## config.mk

```make
export PLATFORM = sky130hd
export DESIGN_NAME = ctx_credit_tx
export DESIGN_NICKNAME = d
export VERILOG_FILES = /design/src/rtl/ctx_pkg.sv /design/src/rtl/ctx_credit_cnt.sv /design/src/rtl/ctx_plane_arb.sv /design/src/rtl/ctx_credit_tx.sv
export SDC_FILE = /design/constraint.sdc
export NUM_CORES = 1
export LEC_CHECK = 0
export ABC_AREA = 1
export BUFFER_PORTS_ARGS = -buffer_cell sky130_fd_sc_hd__buf_2
export CORE_ASPECT_RATIO = 2
export CORE_UTILIZATION = 47
export CTS_CLUSTER_DIAMETER = 30
export CTS_CLUSTER_SIZE = 25
export DETAILED_ROUTE_END_ITERATION = 16
export PLACE_DENSITY = 0.82
export SETUP_SLACK_MARGIN = 0.3
export SLEW_MARGIN = 15
export SYNTH_ARGS = -nofsm -noshare
export SYNTH_HDL_FRONTEND = slang
export SYNTH_SLANG_ARGS = --single-unit
export TNS_END_PERCENT = 30
```

## constraint.sdc

```tcl
create_clock -name clk -period 2.7 [get_ports clk]
set_input_delay 0.54 -clock clk [delete_from_list [all_inputs] [get_ports clk]]
set_output_delay 0.54 -clock clk [all_outputs]
set_load 0.005 [all_outputs]
```

## src/rtl/ctx_pkg.sv

```systemverilog
package ctx_pkg;

   // upper bound on the number of resource planes
   localparam int unsigned CTX_MAX_PLANES = 8;
   // largest credit count any pool needs to hold
   localparam int unsigned CTX_CRED_LIMIT = 15;

   // width of a plane index; one bit minimum so ports stay legal
   function automatic int unsigned ctx_idx_w(input int unsigned n);
      return (n > 1) ? $clog2(n) : 1;
   endfunction

endpackage

```

## src/rtl/ctx_credit_cnt.sv

```systemverilog
module ctx_credit_cnt #(
   parameter int unsigned CNT_W    = 4,
   parameter int unsigned CRED_MAX = 15
) (
   input  logic             clk,
   input  logic             rst_n,
   input  logic             give,
   input  logic             take,
   output logic [CNT_W-1:0] count,
   output logic             avail
);

   localparam logic [CNT_W-1:0] TOP = CNT_W'(CRED_MAX);

   logic [CNT_W-1:0] cnt_q;

   always_ff @(posedge clk or negedge rst_n) begin
      if (!rst_n) begin
         cnt_q <= '0;
      end else if (give && !take) begin
         if (cnt_q != TOP) cnt_q <= cnt_q + 1'b1;
      end else if (take && !give) begin
         cnt_q <= cnt_q - 1'b1;
      end
   end

   assign count = cnt_q;
   assign avail = (cnt_q != '0);

endmodule

```

## src/rtl/ctx_plane_arb.sv

```systemverilog
module ctx_plane_arb #(
   parameter int unsigned N           = 3,
   parameter int unsigned IDX_W       = 2,
   parameter bit          ROUND_ROBIN = 1'b1
) (
   input  logic             clk,
   input  logic             rst_n,
   input  logic [N-1:0]     elig,
   output logic [N-1:0]     grant,
   output logic             any,
   output logic [IDX_W-1:0] win
);

   logic [IDX_W-1:0] base;

   generate
      if (ROUND_ROBIN) begin : g_rr
         logic [IDX_W-1:0] last_q;
         always_ff @(posedge clk or negedge rst_n) begin
            if (!rst_n)   last_q <= IDX_W'(N - 1);
            else if (any) last_q <= win;
         end
         assign base = last_q;
      end else begin : g_fixed
         // search always starts at plane 0
         assign base = IDX_W'(N - 1);
      end
   endgenerate

   always_comb begin
      grant = '0;
      any   = 1'b0;
      win   = '0;
      for (int i = 0; i < int'(N); i++) begin
         int p;
         p = (int'(base) + 1 + i) % int'(N);
         if (!any && elig[p]) begin
            any      = 1'b1;
            grant[p] = 1'b1;
            win      = IDX_W'(p);
         end
      end
   end

endmodule

```

## src/rtl/ctx_credit_tx.sv

```systemverilog
module ctx_credit_tx
   import ctx_pkg::*;
#(
   parameter int unsigned NUM_PLANES  = 3,
   parameter bit          SHARED_EN   = 1'b1,
   parameter int unsigned DATA_W      = 16,
   parameter int unsigned CRED_MAX    = 15,
   parameter bit          ROUND_ROBIN = 1'b1,
   localparam int unsigned PLANE_W    = ctx_idx_w(NUM_PLANES),
   localparam int unsigned CNT_W      = $clog2(CRED_MAX + 1)
) (
   input  logic                         clk,
   input  logic                         rst_n,
   input  logic [NUM_PLANES-1:0]        req_valid,
   output logic [NUM_PLANES-1:0]        req_ready,
   input  logic [NUM_PLANES*DATA_W-1:0] req_data,
   input  logic [NUM_PLANES-1:0]        crdt_in,
   input  logic                         crdt_sh_in,
   output logic                         tx_pending,
   output logic                         tx_valid,
   output logic [PLANE_W-1:0]           tx_plane,
   output logic                         tx_shared,
   output logic [DATA_W-1:0]            tx_data
);

   // ---------------- elaboration checks ----------------
   generate
      if (NUM_PLANES < 1 || NUM_PLANES > CTX_MAX_PLANES) begin : g_bad_planes
         $error("ctx_credit_tx: NUM_PLANES out of range");
      end
      if (CRED_MAX < 1 || CRED_MAX > CTX_CRED_LIMIT) begin : g_bad_cred
         $error("ctx_credit_tx: CRED_MAX out of range");
      end
      if (SHARED_EN && NUM_PLANES < 2) begin : g_bad_shared
         $error("ctx_credit_tx: shared pool needs two or more planes");
      end
      if (DATA_W < 1) begin : g_bad_data
         $error("ctx_credit_tx: DATA_W must be positive");
      end
   endgenerate

   // ---------------- credit pools ----------------
   logic [NUM_PLANES-1:0]       ded_avail;
   logic [NUM_PLANES-1:0]       ded_take;
   logic [NUM_PLANES*CNT_W-1:0] ded_cnt;
   logic                        sh_avail;
   logic                        sh_take;
   logic [CNT_W-1:0]            sh_cnt;

   generate
      for (genvar n = 0; n < NUM_PLANES; n++) begin : g_plane_cnt
         ctx_credit_cnt #(.CNT_W(CNT_W), .CRED_MAX(CRED_MAX)) u_cnt (
            .clk   (clk),
            .rst_n (rst_n),
            .give  (crdt_in[n]),
            .take  (ded_take[n]),
            .count (ded_cnt[n*CNT_W +: CNT_W]),
            .avail (ded_avail[n])
         );
      end

      if (SHARED_EN) begin : g_shared
         ctx_credit_cnt #(.CNT_W(CNT_W), .CRED_MAX(CRED_MAX)) u_sh_cnt (
            .clk   (clk),
            .rst_n (rst_n),
            .give  (crdt_sh_in),
            .take  (sh_take),
            .count (sh_cnt),
            .avail (sh_avail)
         );
      end else begin : g_no_shared
         // shared pulses are ignored when no shared pool exists
         logic unused_sh;
         assign unused_sh = crdt_sh_in;
         assign sh_cnt    = '0;
         assign sh_avail  = 1'b0;
      end
   endgenerate

   // ---------------- look-ahead ----------------
   logic pend_q;

   always_ff @(posedge clk or negedge rst_n) begin
      if (!rst_n) pend_q <= 1'b0;
      else        pend_q <= |req_valid;
   end

   // ---------------- eligibility and arbitration ----------------
   logic [NUM_PLANES-1:0] elig;
   logic [NUM_PLANES-1:0] grant;
   logic                  any_grant;
   logic [PLANE_W-1:0]    win;

   // a launch is only allowed while the look-ahead is already up
   assign elig = req_valid & {NUM_PLANES{pend_q}} &
                 (ded_avail | {NUM_PLANES{sh_avail}});

   ctx_plane_arb #(.N(NUM_PLANES), .IDX_W(PLANE_W), .ROUND_ROBIN(ROUND_ROBIN)) u_arb (
      .clk   (clk),
      .rst_n (rst_n),
      .elig  (elig),
      .grant (grant),
      .any   (any_grant),
      .win   (win)
   );

   // dedicated credit first, shared only when the plane has none
   assign ded_take  = grant & ded_avail;
   assign sh_take   = any_grant & ~(|ded_take);
   assign req_ready = grant;

   // ---------------- output stage ----------------
   logic [DATA_W-1:0]  data_sel;
   logic               valid_q;
   logic               shared_q;
   logic [PLANE_W-1:0] plane_q;
   logic [DATA_W-1:0]  data_q;

   always_comb begin
      data_sel = '0;
      for (int n = 0; n < int'(NUM_PLANES); n++) begin
         if (grant[n]) data_sel = req_data[n*DATA_W +: DATA_W];
      end
   end

   always_ff @(posedge clk or negedge rst_n) begin
      if (!rst_n) begin
         valid_q  <= 1'b0;
         shared_q <= 1'b0;
         plane_q  <= '0;
         data_q   <= '0;
      end else begin
         valid_q  <= any_grant;
         shared_q <= sh_take;
         if (any_grant) begin
            plane_q <= win;
            data_q  <= data_sel;
         end
      end
   end

   generate
      if (NUM_PLANES > 1) begin : g_plane_out
         assign tx_plane = plane_q;
      end else begin : g_plane_tie
         logic unused_plane;
         assign unused_plane = |plane_q;
         assign tx_plane     = '0;
      end
   endgenerate

   assign tx_pending = pend_q;
   assign tx_valid   = valid_q;
   assign tx_shared  = shared_q;
   assign tx_data    = data_q;

endmodule

```

After elaboration in Yosys (flattened, before gate mapping)
Cells that the tools add are included.
{"block": "word_totals", "input_bits": 57, "reg_bits": 39, "output_inout_bits": 24, "elab_cells": 122}
{"block": "op_classes", "magnitude_cmp": 6, "reduce_logical": 37, "div": 3, "muxes": 39, "n_eq_ne": 8, "add_sub_neg": 11, "bitwise_logic": 8}
{"cell": "greater-or-equal comparator 32 x 1 -> 1 bit (second input constant)", "count": 3}
{"cell": "less-than comparator 32 x 4 -> 1 bit (second input constant)", "count": 3}
{"cell": "remainder unit 32 x 3 -> 32 bit (second input constant)", "count": 3}
{"cell": "two-way mux 16 bit", "count": 3}
{"cell": "two-way mux 4 bit", "count": 12}
{"cell": "adder 32 x 2 -> 32 bit (second input constant)", "count": 1}
{"cell": "adder 32 x 3 -> 32 bit (second input constant)", "count": 1}
{"cell": "adder 4 x 1 -> 4 bit (second input constant)", "count": 4}
{"cell": "inequality test 4 bit (second input constant)", "count": 4}
{"cell": "nonzero test 4 bit", "count": 4}
{"cell": "subtractor 4 x 1 -> 4 bit (second input constant)", "count": 4}
{"cell": "logical AND 1 bit", "count": 13}
{"cell": "two-way mux 1 bit", "count": 12}
{"cell": "zero test 1 bit", "count": 10}
{"cell": "AND 3 bit", "count": 3}
{"cell": "two-way mux 3 bit", "count": 3}
{"cell": "OR 3 bit", "count": 3}
{"cell": "inequality test 2 bit (second input constant)", "count": 4}
{"cell": "AND reduction 2 bit", "count": 4}
{"cell": "nonzero test 2 bit", "count": 4}
{"cell": "binary-select mux 1 bit (select 2 bit)", "count": 3}
{"cell": "demux 1 bit (select 2 bit)", "count": 3}
{"cell": "two-way mux 2 bit", "count": 3}
{"cell": "OR reduction 3 bit", "count": 2}
{"cell": "other kinds (3)", "count": 3}

Depth between registers and ports, before layout
{"block": "depth", "ltp_word": 21, "mapped_depth": 25}

Hierarchy
Synthesis repeated with hierarchy kept, for this count alone.
{"block": "hier_totals", "hier_cells": 425, "area_unflattened_um2": 3037.9}
{"module": "ctx_credit_tx", "area_per_inst_um2": 1410.1, "seq_area_each_um2": 525.5, "n_inst": 1, "cells_per_inst": 188}
{"module": "ctx_credit_cnt at g_plane_cnt[0].u_cnt ...", "area_per_inst_um2": 306.5, "seq_area_each_um2": 100.1, "n_inst": 3, "cells_per_inst": 42}
{"module": "ctx_plane_arb", "area_per_inst_um2": 379.1, "seq_area_each_um2": 51.3, "n_inst": 1, "cells_per_inst": 64}
{"module": "ctx_credit_cnt at g_shared.u_sh_cnt", "area_per_inst_um2": 329.1, "seq_area_each_um2": 100.1, "n_inst": 1, "cells_per_inst": 47}

Worst setup path after synthesis
No wires, ideal clock.
{"block": "synth_timing", "path_kind": "flip-flop to flip-flop", "startpoint": "reg u_arb.g_rr.last_q[1] (netlist: u_arb.base[1])", "endpoint": "reg g_plane_cnt[1].u_cnt.cnt_q[3]", "setup_ns": 0.117, "t_arrival_ns": 2.745, "n_path_buf": 2, "synth_period_minus_slack_ns": 2.862, "setup_slack_ns": -0.162, "stages_incl_launch_ff": 21, "required_time_ns": 2.583, "path_cell_list": "dfstp_2 ha_1 buf_4 inv_2 nand3_2 nand2_2 nand2_4 nand3_1 nand2_1 inv_1 nand2_2 buf_6 a21boi_4 inv_1 ha_1 nand2_1 nor2_1 a211oi_1 or2_2 nand4_1 nand2_1"}
{"block": "synth_between", "elab_chain_len": 17, "word_cells_on_any_way": 49, "cone_classes": "add/sub (3); div (3); order compare (6); eq/ne (1); mux (21); bitwise (3); reduce/logical (12)"}
{"element": "start, declared", "line_no": "ctx_plane_arb.sv:18", "rtl": "logic [IDX_W-1:0] last_q;"}
{"element": "start signal, assigned", "line_no": "ctx_plane_arb.sv:20", "rtl": "if (!rst_n) last_q <= IDX_W'(N - 1);"}
{"element": "start signal, assigned", "line_no": "ctx_plane_arb.sv:21", "rtl": "else if (any) last_q <= win;"}
{"element": "adder 2 x 1 -> 3 bit *", "line_no": "ctx_plane_arb.sv:36", "rtl": "p = (int'(base) + 1 + i) % int'(N);"}
{"element": "parallel branches: the longest is 10 deep, another holds adder 32 x 2 -> 32 bit"}
{"element": "two-way mux 3 bit *", "line_no": "ctx_plane_arb.sv:37", "rtl": "if (!any && elig[p]) begin"}
{"element": "AND 3 bit *", "line_no": "ctx_credit_tx.sv:108", "rtl": "assign ded_take = grant & ded_avail;"}
{"element": "zero test 1 bit", "line_no": "ctx_credit_cnt.sv:20", "rtl": "end else if (give && !take) begin"}
{"element": "logical AND 1 bit", "line_no": "ctx_credit_cnt.sv:20"}
{"element": "inequality test 2 bit (no line) or nonzero test 2 bit (tied branches)"}
{"element": "AND reduction 2 bit (no line)"}
{"element": "end signal, assigned", "line_no": "ctx_credit_cnt.sv:21", "rtl": "if (cnt_q != TOP) cnt_q <= cnt_q + 1'b1;"}
{"element": "end signal, assigned", "line_no": "ctx_credit_cnt.sv:23", "rtl": "cnt_q <= cnt_q - 1'b1;"}
{"element": "end, declared", "line_no": "ctx_credit_cnt.sv:15", "rtl": "logic [CNT_W-1:0] cnt_q;"}
Mark *: on every way between the ends. The select of a mux whose other input is x is not followed.
A chain may end at the register's enable or synchronous reset.

Final worst setup path
{"block": "layout_timing", "startpoint": "reg u_arb.g_rr.last_q[1] (netlist: u_arb.base[1])", "endpoint": "reg g_shared.u_sh_cnt.cnt_q[3] (netlist: g_shared.u_sh_cnt.count[3])"}
{"block": "layout_between", "elab_chain_len": 20, "word_cells_on_any_way": 53, "cone_classes": "add/sub (3); div (3); order compare (6); eq/ne (1); mux (22); bitwise (5); reduce/logical (13)"}
{"element": "adder 2 x 1 -> 3 bit *", "line_no": "ctx_plane_arb.sv:36"}
{"element": "parallel branches: the longest is 14 deep, another holds adder 32 x 2 -> 32 bit"}
{"element": "AND 1 bit *", "line_no": "ctx_credit_tx.sv:109", "rtl": "assign sh_take = any_grant & ~(|ded_take);"}
{"element": "zero test 1 bit", "line_no": "ctx_credit_cnt.sv:20"}
{"element": "logical AND 1 bit", "line_no": "ctx_credit_cnt.sv:20"}
{"element": "inequality test 2 bit (no line) or nonzero test 2 bit (tied branches)"}
{"element": "AND reduction 2 bit (no line)"}
{"element": "end signal, assigned", "line_no": "ctx_credit_cnt.sv:21"}
{"element": "end signal, assigned", "line_no": "ctx_credit_cnt.sv:23"}
{"element": "end, declared", "line_no": "ctx_credit_cnt.sv:15"}
Marked as above.

==> report_table.html <==
<table>
<tr><th>Metric</th><th>Value</th></tr>
<tr><th colspan="2">Placed design</th></tr>
<tr><td>Placer's final routability congestion estimate</td><td>0.929</td></tr>
<tr><td>Half-perimeter wire length after detailed placement</td><td>5490 µm</td></tr>
<tr><td>I/O Buffers</td><td>80</td></tr>
<tr><th colspan="2">Routing</th></tr>
<tr><td>Total DRC errors in the routed layout</td><td>0</td></tr>
<tr><td>Number of violations reported at the end of detailed-routing iteration 0</td><td>229</td></tr>
<tr><td>Detailed Routing Iterations Pass 1</td><td>4</td></tr>
<tr><td>Wire length reported by the detailed router</td><td>8850 µm</td></tr>
<tr><td>WL per Instance</td><td>16.6 µm</td></tr>
<tr><td>Via-to-Cell Ratio</td><td>5.51</td></tr>
<tr><td>Detail Route Antenna Nets</td><td>0</td></tr>
<tr><td>Total number of vias</td><td>2935</td></tr>
<tr><th colspan="2">Critical path</th></tr>
<tr><td>Type of the worst setup path</td><td>flip-flop to flip-flop</td></tr>
<tr><td>Cell with the largest stage delay on the worst path</td><td>sky130_fd_sc_hd__dfstp_2</td></tr>
<tr><td>Critical path cell sequence</td><td>ha_4, buf_6, nand4_1, nand2_2, nand3_4, nand2_2, inv_2, nand2_4, nand2_4, nand2_4, o21bai_4, ha_4, nand2_2, nand2_2, a31oi_4, nand2_1, nand2_1, nand2_1, nand2_1, nand2_1</td></tr>
<tr><td>Required @ worst endpoint</td><td>2.88 ns</td></tr>
<tr><td>Count of buffering cells on the critical path with inverters included</td><td>2</td></tr>
<tr><td>Worst path most repeated cell</td><td>sky130_fd_sc_hd__nand2_1</td></tr>
<tr><td>Worst endpoint data arrival time</td><td>3.15 ns</td></tr>
<tr><td>Worst-path fanout max</td><td>5</td></tr>
<tr><td>CP top delay family</td><td>simple AND/OR/NAND/NOR gates</td></tr>
<tr><td>CP peak stage delay</td><td>0.63 ns</td></tr>
<tr><td>Setup crit end kind</td><td>flip-flop</td></tr>
<tr><td>Startpoint Class</td><td>flip-flop</td></tr>
<tr><th colspan="2">Cells and area</th></tr>
<tr><td>Filler cell count in the final layout</td><td>369</td></tr>
<tr><td>Layout Area Growth over Synthesis</td><td>50.7%</td></tr>
<tr><td>Final core utilization</td><td>73.0%</td></tr>
<tr><td>Count of inserted antenna diode cells</td><td>0</td></tr>
<tr><td>Fraction of layout cells with a size suffix above 1</td><td>48.7%</td></tr>
<tr><td>Fin nets</td><td>544</td></tr>
<tr><th colspan="2">Die</th></tr>
<tr><td>Die Y-Extent</td><td>110 µm</td></tr>
<tr><td>Boundary Pins</td><td>81</td></tr>
<tr><td>Horizontal die dimension</td><td>56.0 µm</td></tr>
<tr><td>Effective utilization at floorplan</td><td>48.4%</td></tr>
<tr><td>Floorplan die area</td><td>0.00616 mm²</td></tr>
<tr><td>Floorplan Core Area</td><td>0.00566 mm²</td></tr>
<tr><td>Standard-cell rows</td><td>39</td></tr>
<tr><th colspan="2">Timing</th></tr>
<tr><td>Max_slew headroom</td><td>42.1%</td></tr>
<tr><td>Post-route minimum period</td><td>2.97 ns</td></tr>
<tr><td>Unrepaired setup endpoints after global routing</td><td>true</td></tr>
<tr><td>Slew at the pin closest to its max-slew limit</td><td>0.869 ns</td></tr>
<tr><td>Worst clock skew on the final layout</td><td>0.00521 ns</td></tr>
<tr><td>Final Hold Violating Endpoints</td><td>0</td></tr>
<tr><td>Setup-failing EPs final</td><td>11</td></tr>
<tr><td>Final clock period utilization by the worst path</td><td>110%</td></tr>
<tr><td>Final max-slew violation count</td><td>0</td></tr>
<tr><td>Setup slack of the critical path after layout</td><td>-0.268 ns</td></tr>
<tr><td>Maximum achievable frequency</td><td>0.337 GHz</td></tr>
<tr><th colspan="2">Logic synthesis</th></tr>
<tr><td>Avg Inst Size Synth</td><td>7.83 µm²</td></tr>
<tr><td>Commonest cells in the synthesized netlist</td><td>102 x sky130_fd_sc_hd__nand2_1, 37 x sky130_fd_sc_hd__dfrtp_1, 34 x sky130_fd_sc_hd__nand3_1, 30 x sky130_fd_sc_hd__inv_1, 23 x sky130_fd_sc_hd__o21ai_0</td></tr>
<tr><td>Top_reg_cell synth</td><td>sky130_fd_sc_hd__dfrtp_1</td></tr>
<tr><td>Post-Syn Area</td><td>0.00274 mm²</td></tr>
<tr><td>Number of warnings issued by yosys</td><td>0</td></tr>
<tr><td>Area share of the largest cell type after synthesis</td><td>33.8%</td></tr>
<tr><td>Number of library cell types mapped by synthesis</td><td>38</td></tr>
<tr><td>Async set-reset flop share out of synthesis</td><td>100%</td></tr>
<tr><td>Most frequently used cell type in the post-synthesis netlist</td><td>sky130_fd_sc_hd__nand2_1</td></tr>
<tr><td>Top area cells in the synthesized netlist</td><td>sky130_fd_sc_hd__dfrtp_1 34%, sky130_fd_sc_hd__nand2_1 14%, sky130_fd_sc_hd__nand3_1 6.2%</td></tr>
<tr><td>Count of flip-flops with a built-in enable after synthesis</td><td>0</td></tr>
<tr><td>Synthesis-stage register bit count</td><td>38</td></tr>
<tr><td>Portion of the post-synthesis area used by sequential elements</td><td>34.7%</td></tr>
<tr><td>Number of standard cells after synthesis</td><td>350</td></tr>
<tr><td>Synthesized Nets</td><td>423</td></tr>
<tr><td>Cell type contributing the most total cell area after synthesis</td><td>sky130_fd_sc_hd__dfrtp_1</td></tr>
<tr><th colspan="2">GRT</th></tr>
<tr><td>Number of global-route vias before repair</td><td>2855</td></tr>
<tr><td>Grt ovf</td><td>0</td></tr>
<tr><td>Global-route usage over all layers</td><td>25.7%</td></tr>
<tr><td>Maximum number of pins on one net before global-route repair</td><td>39</td></tr>
<tr><td>Antenna violations before repair</td><td>0</td></tr>
<tr><td>First-pass GRT wire length</td><td>12300 µm</td></tr>
<tr><th colspan="2">Clocking</th></tr>
<tr><td>Clock tree from TritonCTS</td><td>built</td></tr>
<tr><td>Clock buffers created by TritonCTS</td><td>5</td></tr>
<tr><td>Deepest clock path buffer count</td><td>2</td></tr>
<tr><td>Root buffer selected by CTS</td><td>sky130_fd_sc_hd__clkbuf_16</td></tr>
<tr><td>Number of hold buffers added after CTS</td><td>0</td></tr>
<tr><td>Clock sink count</td><td>38</td></tr>
<tr><td>Clk_lat worst skew</td><td>0.29 ns</td></tr>
<tr><td>Clock Pin Slew Worst Setup and Hold Paths</td><td>0.06 ns</td></tr>
<tr><td>Deepest level of the CTS H-tree</td><td>2</td></tr>
<tr><th colspan="2">Run status</th></tr>
<tr><td>Run status</td><td>complete, but fails checks</td></tr>
<tr><td>Violated checks</td><td>negative setup slack</td></tr>
<tr><th colspan="2">Min path</th></tr>
<tr><td>Path category of the worst min-delay check</td><td>input pin to asynchronous set/reset pin</td></tr>
<tr><th colspan="2">Run</th></tr>
<tr><td>Number of maximum-capacitance violations</td><td>0</td></tr>
</table>
cell families after synthesis:
| kind of cell | count (synthesis) | share of synthesized area [%] |
|---|---|---|
| AND/OR/NAND/NOR | 183 | 33.5 |
| adder cells (fa/ha/maj) | 16 | 8.40 |
| flip-flops | 38 | 34.7 |
| AO/OA/AOI/OAI | 54 | 12.3 |
| buffers and inverters | 49 | 7.90 |
| XOR/XNOR | 10 | 3.20 |
final timing paths:
path / start / end / slack [ns] / cells past startpoint
worst min-delay path: rst_n / tx_data[12]$_DFFE_PN0P_ / 0.37 / 1
max in group asynchronous: rst_n / g_plane_cnt[0].u_cnt.count[2]$_DFFE_PN0P_ / 1.74 / 1
worst min register to register: tx_data[4]$_DFFE_PN0P_ / tx_data[4]$_DFFE_PN0P_ / 0.47 / 2
worst max register to register: u_arb.base[1]$_DFFE_PN1P_ / g_shared.u_sh_cnt.count[3]$_DFFE_PN0P_ / -0.27 / 20
min in group clk: tx_data[4]$_DFFE_PN0P_ / tx_data[4]$_DFFE_PN0P_ / 0.47 / 2
worst max-delay path: u_arb.base[1]$_DFFE_PN1P_ / g_shared.u_sh_cnt.count[3]$_DFFE_PN0P_ / -0.27 / 20
metal layers:
metal / share of wire [%] / GRT usage [%] / up-vias
li1: - / - / 1384
met3: 4.8 / 4.20 / 38
met4: 5.2 / 15.0 / 0
met5: 0 / 0 / -
met2: 55 / 52.7 / 136
met1: 35 / 22.4 / 1377
worst reg2reg max path, cell delays in order, from the launching register on:
cell and delay [ns]:
sky130_fd_sc_hd__dfstp_2 0.63, sky130_fd_sc_hd__ha_4 0.26, sky130_fd_sc_hd__buf_6 0.15, sky130_fd_sc_hd__nand4_1 0.10
sky130_fd_sc_hd__nand2_2 0.12, sky130_fd_sc_hd__nand3_4 0.12, sky130_fd_sc_hd__nand2_2 0.06, sky130_fd_sc_hd__inv_2 0.07
sky130_fd_sc_hd__nand2_4 0.07, sky130_fd_sc_hd__nand2_4 0.11, sky130_fd_sc_hd__nand2_4 0.06, sky130_fd_sc_hd__o21bai_4 0.19
sky130_fd_sc_hd__ha_4 0.25, sky130_fd_sc_hd__nand2_2 0.07, sky130_fd_sc_hd__nand2_2 0.07, sky130_fd_sc_hd__a31oi_4 0.17
sky130_fd_sc_hd__nand2_1 0.11, sky130_fd_sc_hd__nand2_1 0.10, sky130_fd_sc_hd__nand2_1 0.06, sky130_fd_sc_hd__nand2_1 0.06
sky130_fd_sc_hd__nand2_1 0.05
area by class of cell:
class	instances	area, µm²	share of cell area [%]
timing repair buffer	124	793	19.2
inverter	39	159	3.85
tap	61	76.3	1.85
multi-input combinational	263	1960	47.3
clock inverter	3	68.8	1.67
clock buffer	5	125	3.03
sequential	38	953	23.1
layout by cell type, fill, tap and decap left out, types with 5 or more instances in the layout:
| cell | count |
|---|---|
| sky130_fd_sc_hd__xor2_1 | 8 |
| sky130_fd_sc_hd__dfrtp_1 | 36 |
| sky130_fd_sc_hd__o21ai_0 | 20 |
| sky130_fd_sc_hd__nor2_1 | 5 |
| sky130_fd_sc_hd__a21oi_1 | 17 |
| sky130_fd_sc_hd__nand2_4 | 16 |
| sky130_fd_sc_hd__nand2_2 | 15 |
| sky130_fd_sc_hd__inv_2 | 12 |
| sky130_fd_sc_hd__ha_4 | 10 |
| sky130_fd_sc_hd__buf_4 | 36 |
| sky130_fd_sc_hd__nand3_1 | 30 |
| sky130_fd_sc_hd__clkbuf_16 | 5 |
| sky130_fd_sc_hd__nand3_2 | 6 |
| sky130_fd_sc_hd__nand3_4 | 6 |
| sky130_fd_sc_hd__buf_6 | 6 |
| sky130_fd_sc_hd__buf_2 | 79 |
| sky130_fd_sc_hd__inv_1 | 23 |
| sky130_fd_sc_hd__nand2_1 | 85 |
| sky130_fd_sc_hd__nand4_1 | 7 |
through the flow:
step	cell area [µm²]	TNS [ns]	hold WS, ns	std cells	worst slack (ns)
finish	4130	-1.32	0.367	533	-0.268
global placement	3420	0	0.459	508	0.0517
CTS	3740	0	0.386	521	0.000415
detailed placement	3420	-0.198	0.460	508	-0.0989
floorplan	2810	-0.000281	0.244	350	-0.000281
global route	4130	-2.17	0.434	533	-0.382
what timing repair did:
| action | 4_1_cts | 5_1_grt |
|---|---|---|
| pin swaps | 15 | 35 |
| gates resized for setup | 20 | 67 |
| setup endpoints to repair | 16 | 33 |
| buffers inserted | 5 | 12 |
sequential cells by signal, summed over array words and instances, names as in the netlist:
signal / count
tx_data: 16
tx_valid: 1
g_plane_cnt.u_cnt.count: 12
tx_plane: 2
u_arb.base: 1
tx_pending: 1
g_shared.u_sh_cnt.count: 4
tx_shared: 1
Power is left out: the tool's default activity adds up to more than one toggle a clock period on the data nets, which glitch-free logic cannot reach.
